==> src/rtl/turn_pkg.sv <==
package turn_pkg;
  localparam int DIR_W     = 3;
  localparam int MODE_W    = 2;
  localparam int NUM_MODES = 1 << MODE_W;
  localparam int NUM_DIRS  = 5;

  typedef enum logic [DIR_W-1:0] {
    DIR_LOCAL = 3'd0,
    DIR_EAST  = 3'd1,
    DIR_WEST  = 3'd2,
    DIR_NORTH = 3'd3,
    DIR_SOUTH = 3'd4
  } dir_e;

  typedef enum logic [MODE_W-1:0] {
    MODE_XY     = 2'd0,
    MODE_WFIRST = 2'd1,
    MODE_NLAST  = 2'd2,
    MODE_NFIRST = 2'd3
  } mode_e;

  // Strobes from the classifier to the rule datapath
  typedef struct packed {
    logic badCode;
    logic ejectReq;
    logic fromLocal;
    logic goStraight;
    logic isReverse;
    logic inYAxis;
    logic outXAxis;
    logic outWest;
    logic inNorth;
    logic inPositive;
    logic outNegative;
  } turnStrobes_t;
endpackage

==> src/rtl/turn_class_ctrl.sv <==
module turn_class_ctrl
  import turn_pkg::*;
(
  input  logic [DIR_W-1:0] inDir,
  input  logic [DIR_W-1:0] outDir,
  output turnStrobes_t     strobes
);
  function automatic logic validCode(input logic [DIR_W-1:0] code);
    return code < DIR_W'(NUM_DIRS);
  endfunction

  function automatic logic [DIR_W-1:0] opposite(input logic [DIR_W-1:0] code);
    case (code)
      DIR_EAST:  return DIR_WEST;
      DIR_WEST:  return DIR_EAST;
      DIR_NORTH: return DIR_SOUTH;
      DIR_SOUTH: return DIR_NORTH;
      default:   return DIR_LOCAL;
    endcase
  endfunction

  logic inValid, outValid, inMoving, outMoving;

  always_comb begin
    inValid   = validCode(inDir);
    outValid  = validCode(outDir);
    inMoving  = inValid  && (inDir  != DIR_LOCAL);
    outMoving = outValid && (outDir != DIR_LOCAL);

    strobes.badCode     = !(inValid && outValid);
    strobes.ejectReq    = outValid && (outDir == DIR_LOCAL);
    strobes.fromLocal   = inValid && (inDir == DIR_LOCAL);
    strobes.goStraight  = inMoving && (outDir == inDir);
    strobes.isReverse   = inMoving && outMoving && (outDir == opposite(inDir));
    strobes.inYAxis     = (inDir == DIR_NORTH) || (inDir == DIR_SOUTH);
    strobes.outXAxis    = (outDir == DIR_EAST) || (outDir == DIR_WEST);
    strobes.outWest     = (outDir == DIR_WEST);
    strobes.inNorth     = (inDir == DIR_NORTH);
    strobes.inPositive  = (inDir == DIR_EAST) || (inDir == DIR_NORTH);
    strobes.outNegative = (outDir == DIR_WEST) || (outDir == DIR_SOUTH);
  end
endmodule

==> src/rtl/turn_rule_dp.sv <==
module turn_rule_dp
  import turn_pkg::*;
(
  input  turnStrobes_t      strobes,
  input  logic [MODE_W-1:0] modeSel,
  output logic              turnLegal
);
  logic [NUM_MODES-1:0] forbidByMode;

  for (genvar m = 0; m < NUM_MODES; m++) begin : g_mode
    if (m == int'(MODE_XY)) begin : g_xy
      assign forbidByMode[m] = strobes.inYAxis && strobes.outXAxis;
    end else if (m == int'(MODE_WFIRST)) begin : g_wf
      assign forbidByMode[m] = strobes.outWest;
    end else if (m == int'(MODE_NLAST)) begin : g_nl
      assign forbidByMode[m] = strobes.inNorth;
    end else begin : g_nf
      assign forbidByMode[m] = strobes.inPositive && strobes.outNegative;
    end
  end

  logic turnForbid, fixedPass;

  always_comb begin
    turnForbid = forbidByMode[modeSel];
    fixedPass  = strobes.ejectReq || strobes.fromLocal || strobes.goStraight;
    turnLegal  = !strobes.badCode &&
                 (fixedPass || (!strobes.isReverse && !turnForbid));
  end
endmodule

==> src/rtl/turn_check_top.sv <==
module turn_check_top
  import turn_pkg::*;
(
  input  logic [2:0] inDir,
  input  logic [2:0] outDir,
  input  logic [1:0] modeSel,
  output logic       turnLegal
);
  turnStrobes_t strobes;

  turn_class_ctrl ctrl_i (
    .inDir   (inDir),
    .outDir  (outDir),
    .strobes (strobes)
  );

  turn_rule_dp dp_i (
    .strobes   (strobes),
    .modeSel   (modeSel),
    .turnLegal (turnLegal)
  );
endmodule

==> config.mk <==
export PLATFORM = sky130hd
export DESIGN_NAME = turn_check_top
export DESIGN_NICKNAME = d
export VERILOG_FILES = /design/src/rtl/turn_pkg.sv /design/src/rtl/turn_class_ctrl.sv /design/src/rtl/turn_rule_dp.sv /design/src/rtl/turn_check_top.sv
export SDC_FILE = /design/constraint.sdc
export NUM_CORES = 1
export LEC_CHECK = 0
export BUFFER_PORTS_ARGS = -buffer_cell sky130_fd_sc_hd__clkbuf_2
export CAP_MARGIN = 20
export CORE_AREA = 5 5 42 44
export DETAILED_ROUTE_END_ITERATION = 12
export DIE_AREA = 0 0 47 49
export GPL_TIMING_DRIVEN = 0
export PLACE_DENSITY = 0.33
export SYNTH_ARGS = -nofsm -noshare
export SYNTH_HDL_FRONTEND = slang
export SYNTH_SLANG_ARGS = --single-unit
==> constraint.sdc <==
create_clock -name vclk -period 0.8
set_input_delay 0.12 -clock vclk [all_inputs]
set_output_delay 0.12 -clock vclk [all_outputs]
set_load 0.05 [all_outputs]
; ---- Word level (Yosys, flattened, before mapping)
; Index checks and enable logic that the tools add are counted.
[word_totals]
input_bits = 8
reg_bits = 0
[classes]
eq_ne = 9
n_mux = 3
reduce_logical = 25
order_cmp = 3
[op_table]
columns = operator, count
row1 = 1-bit logical AND, 12
row2 = 3-bit one-hot mux with 4 select lines, 1
row3 = 3-bit by 2-bit == test with 1-bit output (second input constant), 3
row4 = 1-bit logical OR, 7
row5 = 3-bit by 1-bit == test with 1-bit output (second input constant), 2
row6 = 3-bit == test, 2
row7 = 3-bit == test (second input constant), 2
row8 = 3-bit logical NOT, 2
row9 = 3-bit < comparator (second input constant), 2
row10 = 3-bit nonzero test, 2
row11 = 2-bit by 3-bit < comparator with 1-bit output (second input constant), 1
row12 = 1-bit binary-select mux with 2-bit select, 1
row13 = 1-bit logical NOT, 2
row14 = 1-bit two-way mux, 1

; ---- Logic depth before layout (Yosys ltp)
; Gate-level depths: netlist of the first run.
[depth]
word_depth = 9
depth_mapped = 4

; ---- Hierarchy
; From an unflattened synthesis of the first run, not the netlist that was laid out.
[hier_totals]
cells_unflattened = 40
area_unflattened_um2 = 264.0
[by_module_without_submodules]
columns = module, area_per_inst_um2, cells_per_inst, seq_area_each_um2, instances
row1 = turn_class_ctrl, 211.5, 32, 0.0, 1
row2 = turn_rule_dp, 52.6, 8, 0.0, 1

; ---- Worst setup path after synthesis of the first run
; Ideal clock, no wire load.
[synth_path]
kind = input to output
from = input port modeSel[1]
to = output port turnLegal
path_slack_ns = -0.598
stages = 4
arrival_ns = 1.278
path_buffers = 0
t_required_ns = 0.680
cell_sequence = and3_1 o21ai_0 nand4_1 a21oi_1
[synth_between]
elab_chain_cells = 6
[synth_lines]
columns = element, line_no
row1 = start: declaration, turn_check_top.sv:6  ; input logic [1:0] modeSel,
row2 = 1-bit binary-select mux with 2-bit select, turn_rule_dp.sv:25  ; turnForbid = forbidByMode[modeSel];
row3 = 1-bit two-way mux (implied by the code), turn_rule_dp.sv:25
row4 = 1-bit logical NOT, turn_rule_dp.sv:28  ; (fixedPass || (!strobes.isReverse && !turnForbid));
row5 = 1-bit logical AND, turn_rule_dp.sv:28
row6 = 1-bit logical OR, turn_rule_dp.sv:28
row7 = 1-bit logical AND, turn_rule_dp.sv:27  ; turnLegal = !strobes.badCode &&
row8 = end: declaration, turn_check_top.sv:7  ; output logic turnLegal
; No other way between the ends. The select of a mux whose other input is x is not followed.

; ---- Worst setup path after layout of the first run
; Same ends and word-level chain as after synthesis.

==> flow_metrics.py, run 1 <==
metrics = {
    "worst_setup_path": {
        "critical_path_required_ns": 0.68,
        "crit_cells": 6,
        "crit_buf_inv": 2,
        "critPathTopFamily": "simple AND/OR/NAND/NOR gates",
        "crit_fanout": 2,
        "crit_chain": "buf_6 > and3_4 > o21ai_2 > nand4_1 > a21oi_4 > buf_8",
        "critPathCaptureType": "output pin",
        "slowest_delay_ns": 0.17,
        "critPathArrivalTime_ns": 0.96,
        "critPathSlowestCell": "and3_4",
        "cp-start-kind": "primary input",
        "path_class": "primary input to output pin",
    },
    "layout": {
        "design.final.nets": 33,
        "seq_cell_count": 0,
        "stdcell_area_sq_um": 216,
        "mostFrequentLayoutCells": "clkbuf_2, buf_6, o21ai_2",
        "clock_buffers": 0,
        "syn2layout_area_growth_pct": 162,
        "seq_area_sq_um": 0,
        "stdcell_count": 39,
        "diodes": 0,
        "drive_gt1_frac": 0.652,
        "mostFrequentLayoutCell": "clkbuf_2",
    },
    "grt": {
        "grt_max_degree": 6,
        "grt_pass1_wl_um": 579,
        "grt_pass1_vias": 127,
        "antenna_found_initial": 0,
        "overflow": 0,
        "globalRouteTotalUtil": 0.0302,
    },
    "floorplan": {
        "dieArea_sq_um": 2300,
        "start_util": 0.0589,
        "core_area_sq_um": 1400,
        "die_x_um": 47,
        "fp.dieH_um": 49,
        "rows": 14,
        "ios": 9,
    },
    "worst_hold_path": {
        "min_to": "turnLegal",
        "hold_depth": 3,
        "hold_start": "outDir[0]",
        "min_path_type": "primary input to output pin",
    },
    "detailed_routing": {
        "wl_per_cell_um": 10.3,
        "wl_met2_um": 127,
        "dr_wl_met3_um": 60,
        "via_per_inst": 3.69,
        "drt-met1-wl_um": 215,
        "ant_nets": 0,
        "vias": 144,
        "drcViolationCount": 0,
        "firstDrtPassIters": 1,
        "wl_um": 403,
        "top_layer_used": "met3",
        "drt_iter0_drc": 0,
    },
    "job": {
        "cap_violations": 0,
    },
    "run_status": {
        "status": "complete, but fails checks",
        "failed_checks": "negative setup slack",
    },
    "timing": {
        "worst_pin_slew_ns": 0.218,
        "relSlewSlack": 0.855,
        "rsz0062_at_grt": "yes",
        "final_max_slew_viol_count": 0,
        "post-route-min-period_ns": 1.08,
        "finalHoldViolCount": 0,
        "setup_ws_ns": -0.282,
        "setup_tns_ns": -0.282,
        "finalSetupViolCount": 1,
        "min_period_over_period": 1.35,
        "maxClockFrequency_mhz": 924,
    },
    "synth": {
        "synth_warnings": 0,
        "synth_cell_types": 10,
        "synth_top_area_cell": "o21ai_0",
        "avgSynthCellArea_sq_um": 5.90,
        "yosysSeqAreaShare": 0,
        "syn_inst": 14,
        "syn_area_sq_um": 82.6,
        "synth_area_leaders": "o21ai_0, a221oi_2, nor2b_1",
        "synth_top_area_share": 0.182,
        "synth_nets": 22,
    },
    "place": {
        "placed_cells": 39,
        "io_buffers": 9,
        "gp_congestion": 0.689,
        "postPlaceCellArea_sq_um": 159,
    },
    "clock_tree": {
        "cts_setup_buffers": 0,
        "cts_hold_buf": 0,
    },
    "power_and_ir_drop": {
        "power_frac_comb": 1.000,
        "leakage_nw": 0.0868,
        "swShare": 0.493,
        "p_per_area_nw_per_um2": 575,
        "ir_drop_mv": 0.256,
        "clockPowerShare": 0,
        "p_int_w": 0.0000631,
        "switching_power_w": 0.0000613,
        "seqPwrFrac": 0,
    },
}
-- metal layers --
metal | GRT usage | up-vias
met3 | 0.0185 | 0
met1 | 0.0543 | 63
met2 | 0.0294 | 9
met4 | 0 | 0
li1 | - | 72
met5 | 0 | -
-- cells by family after synthesis --
group,share of synthesized area
buf+inv,0.0454
compound gates,0.545
simple gates,0.409
-- synth_stat cells, drive strengths merged --
master and n:
o21ai 4, a21oi 2, nor2b 2, a221oi 1
and3 1, inv 1, nand3 1, nand4 1
nor2 1
-- power by group through the flow --
stage	Clock, W	Sequential, W	Combinational, W
after floorplan	0	0	0.0000486
after global placement	0	0	0.0000907
after detailed placement	0	0	0.0000879
after CTS	0	0	0.000103
after global routing	0	0	0.000136
final	0	0	0.000124
-- final cells by class --
| class | instances | area (sq um) |
|---|---|---|
| multi-input combinational | 13 | 110 |
| fill | 169 | 1180 |
| tap | 16 | 20.0 |
| timing repair buffer | 9 | 82.6 |
| inverter | 1 | 3.75 |
-- tightest hold or removal path, delay by kind of cell --
family / cells / cell delay, ns
AOI/OAI and AO/OA: 1 / 0.06
buffers and inverters: 2 / 0.26
-- through the flow --
step / setup slack, ns / util / hold slack [ns] / total power (W)
2_1_floorplan: -0.179 / - / 0.334 / 0.0000486
3_3_place_gp: -0.479 / 0.113 / 0.651 / 0.0000907
3_5_place_dp: -0.438 / 0.113 / 0.644 / 0.0000879
4_1_cts: -0.318 / 0.129 / 0.586 / 0.000103
5_1_grt: -0.353 / 0.154 / 0.587 / 0.000136
6_report: -0.282 / 0.154 / 0.568 / 0.000124
-- worst max path at each step --
stage | end | from
final | turnLegal | modeSel[1]
after global routing | turnLegal | modeSel[1]
after CTS | turnLegal | inDir[2]
after detailed placement | turnLegal | inDir[2]
after global placement | turnLegal | inDir[2]
after floorplan | turnLegal | modeSel[1]
-- timing repair --
item	in CTS	in global routing
setup endpoints to repair	1	1
gates resized for setup	5	14
pin swaps	3	6
Note: power is estimated with default switching activity, not from simulation.
==> run 2: changes to the inputs <==
PLACE_DENSITY = default   (was 0.33)
PLACE_DENSITY_LB_ADDON = 0.08   (was default)
SKIP_LAST_GASP = 1   (was default)
==> run 2 against run 1 <==
  * The flow still finishes with violations (negative setup slack)
  * First-iteration DRC count increased by 1
  * Worst hold slack improved by 0.016 ns
  * Wire length increased by 7.2%
  * Combinational power increased by 5%
  * Total power increased by 4.4%
  * Global-route usage increased by 0.21 points
  * Maximum frequency decreased by 1.3%
  * Flip-flop and latch count unchanged
  * Die area unchanged
==> flow_metrics.py, run 2 (same netlist as run 1, synthesis figures left out) <==
metrics = {
    "timing": {
        "min_period_over_period": 1.37,
        "final_max_slew_viol_count": 0,
        "finalSetupViolCount": 1,
        "setup_tns_ns": -0.296,
        "finalHoldViolCount": 0,
        "setup_ws_ns": -0.296,
        "maxClockFrequency_mhz": 913,
        "post-route-min-period_ns": 1.10,
        "worst_pin_slew_ns": 0.233,
        "relSlewSlack": 0.845,
        "rsz0062_at_grt": "yes",
    },
    "layout": {
        "syn2layout_area_growth_pct": 170,
        "mostFrequentLayoutCells": "clkbuf_2, o21ai_2, buf_6",
        "drive_gt1_frac": 0.739,
        "stdcell_count": 39,
        "mostFrequentLayoutCell": "clkbuf_2",
        "clock_buffers": 0,
        "seq_cell_count": 0,
        "design.final.nets": 33,
        "diodes": 0,
        "utilization": 0.159,
        "seq_area_sq_um": 0,
    },
    "floorplan": {
        "fp.dieH_um": 49,
        "die_x_um": 47,
        "start_util": 0.0589,
        "core_area_sq_um": 1400,
        "rows": 14,
        "ios": 9,
        "dieArea_sq_um": 2300,
    },
    "power_and_ir_drop": {
        "leakage_nw": 0.0887,
        "ir_drop_mv": 0.153,
        "p_per_area_nw_per_um2": 583,
    },
    "worst_setup_path": {
        "critical_path_required_ns": 0.68,
        "crit_chain": "buf_6 > and3_4 > o21ai_2 > nand4_1 > a21oi_4 > buf_8",
        "slowest_delay_ns": 0.17,
        "critPathTopFamily": "simple AND/OR/NAND/NOR gates",
        "critPathCaptureType": "output pin",
        "path_class": "primary input to output pin",
        "crit_buf_inv": 2,
        "critPathSlowestCell": "and3_4",
        "critPathArrivalTime_ns": 0.98,
        "crit_fanout": 2,
        "cp-start-kind": "primary input",
    },
    "grt": {
        "grt_max_degree": 6,
        "overflow": 0,
        "antenna_found_initial": 0,
        "grt_pass1_vias": 152,
        "grt_pass1_wl_um": 607,
        "globalRouteTotalUtil": 0.0323,
    },
    "clock_tree": {
        "cts_hold_buf": 0,
        "cts_setup_buffers": 0,
    },
    "detailed_routing": {
        "ant_nets": 0,
        "wl_per_cell_um": 11.1,
        "via_per_inst": 3.67,
        "firstDrtPassIters": 2,
        "drt_iter0_drc": 1,
        "drcViolationCount": 0,
        "vias": 143,
        "wl_um": 432,
    },
    "job": {
        "cap_violations": 0,
    },
    "place": {
        "io_buffers": 9,
        "placed_cells": 39,
        "dp_hpwl_um": 329,
        "gp_congestion": 0.679,
    },
    "worst_hold_path": {
        "min_path_type": "primary input to output pin",
    },
    "run_status": {
        "failed_checks": "negative setup slack",
        "status": "complete, but fails checks",
    },
}
==> run 2: area by class of cell <==
type | count | area, sq um
well taps | 16 | 20.0
multi-input cells | 13 | 116
repair buffers | 9 | 82.6
fillers | 172 | 1180
inverters | 1 | 3.75
==> run 2: timing repair <==
action,in CTS,in global routing
cloned,0,0
gates resized for setup,5,15
setup endpoints to repair,1,1
endpoints found under the hold margin,0,0
pin swaps,4,3
==> run 2: worst paths after layout <==
check	endpoint	cells past startpoint	slack, ns	startpoint
setup / recovery	turnLegal	6	-0.30	modeSel[1]
hold / removal	turnLegal	3	0.58	outDir[0]
==> run 2: tightest hold or removal path, cell delays in order <==
cell and delay, ns:
clkbuf_2 0.13, a21oi_4 0.07, buf_8 0.14
==> run 2: report_power, final <==
part | internal (W) | total, W | switching (W)
Clock | 0 | 0 | 0
Sequential | 0 | 0 | 0
Combinational | 0.0000649 | 0.000130 | 0.0000650
==> run 2: through the flow <==
| step | hold slack, ns | total power (W) | worst slack, ns | area [sq um] |
|---|---|---|---|---|
| after floorplan | 0.334 | 0.0000486 | -0.179 | 93.8 |
| after global placement | 0.634 | 0.0000908 | -0.457 | 159 |
| after detailed placement | 0.646 | 0.0000899 | -0.452 | 159 |
| after CTS | 0.595 | 0.000105 | -0.319 | 180 |
| after global routing | 0.608 | 0.000139 | -0.356 | 223 |
| final | 0.585 | 0.000130 | -0.296 | 223 |
==> run 2: metal layers <==
metal / global-route usage / wire, um
met2: 0.0498 / 205
met3: 0 / 29
met1: 0.0522 / 197
met4: 0 / 0
met5: 0 / 0
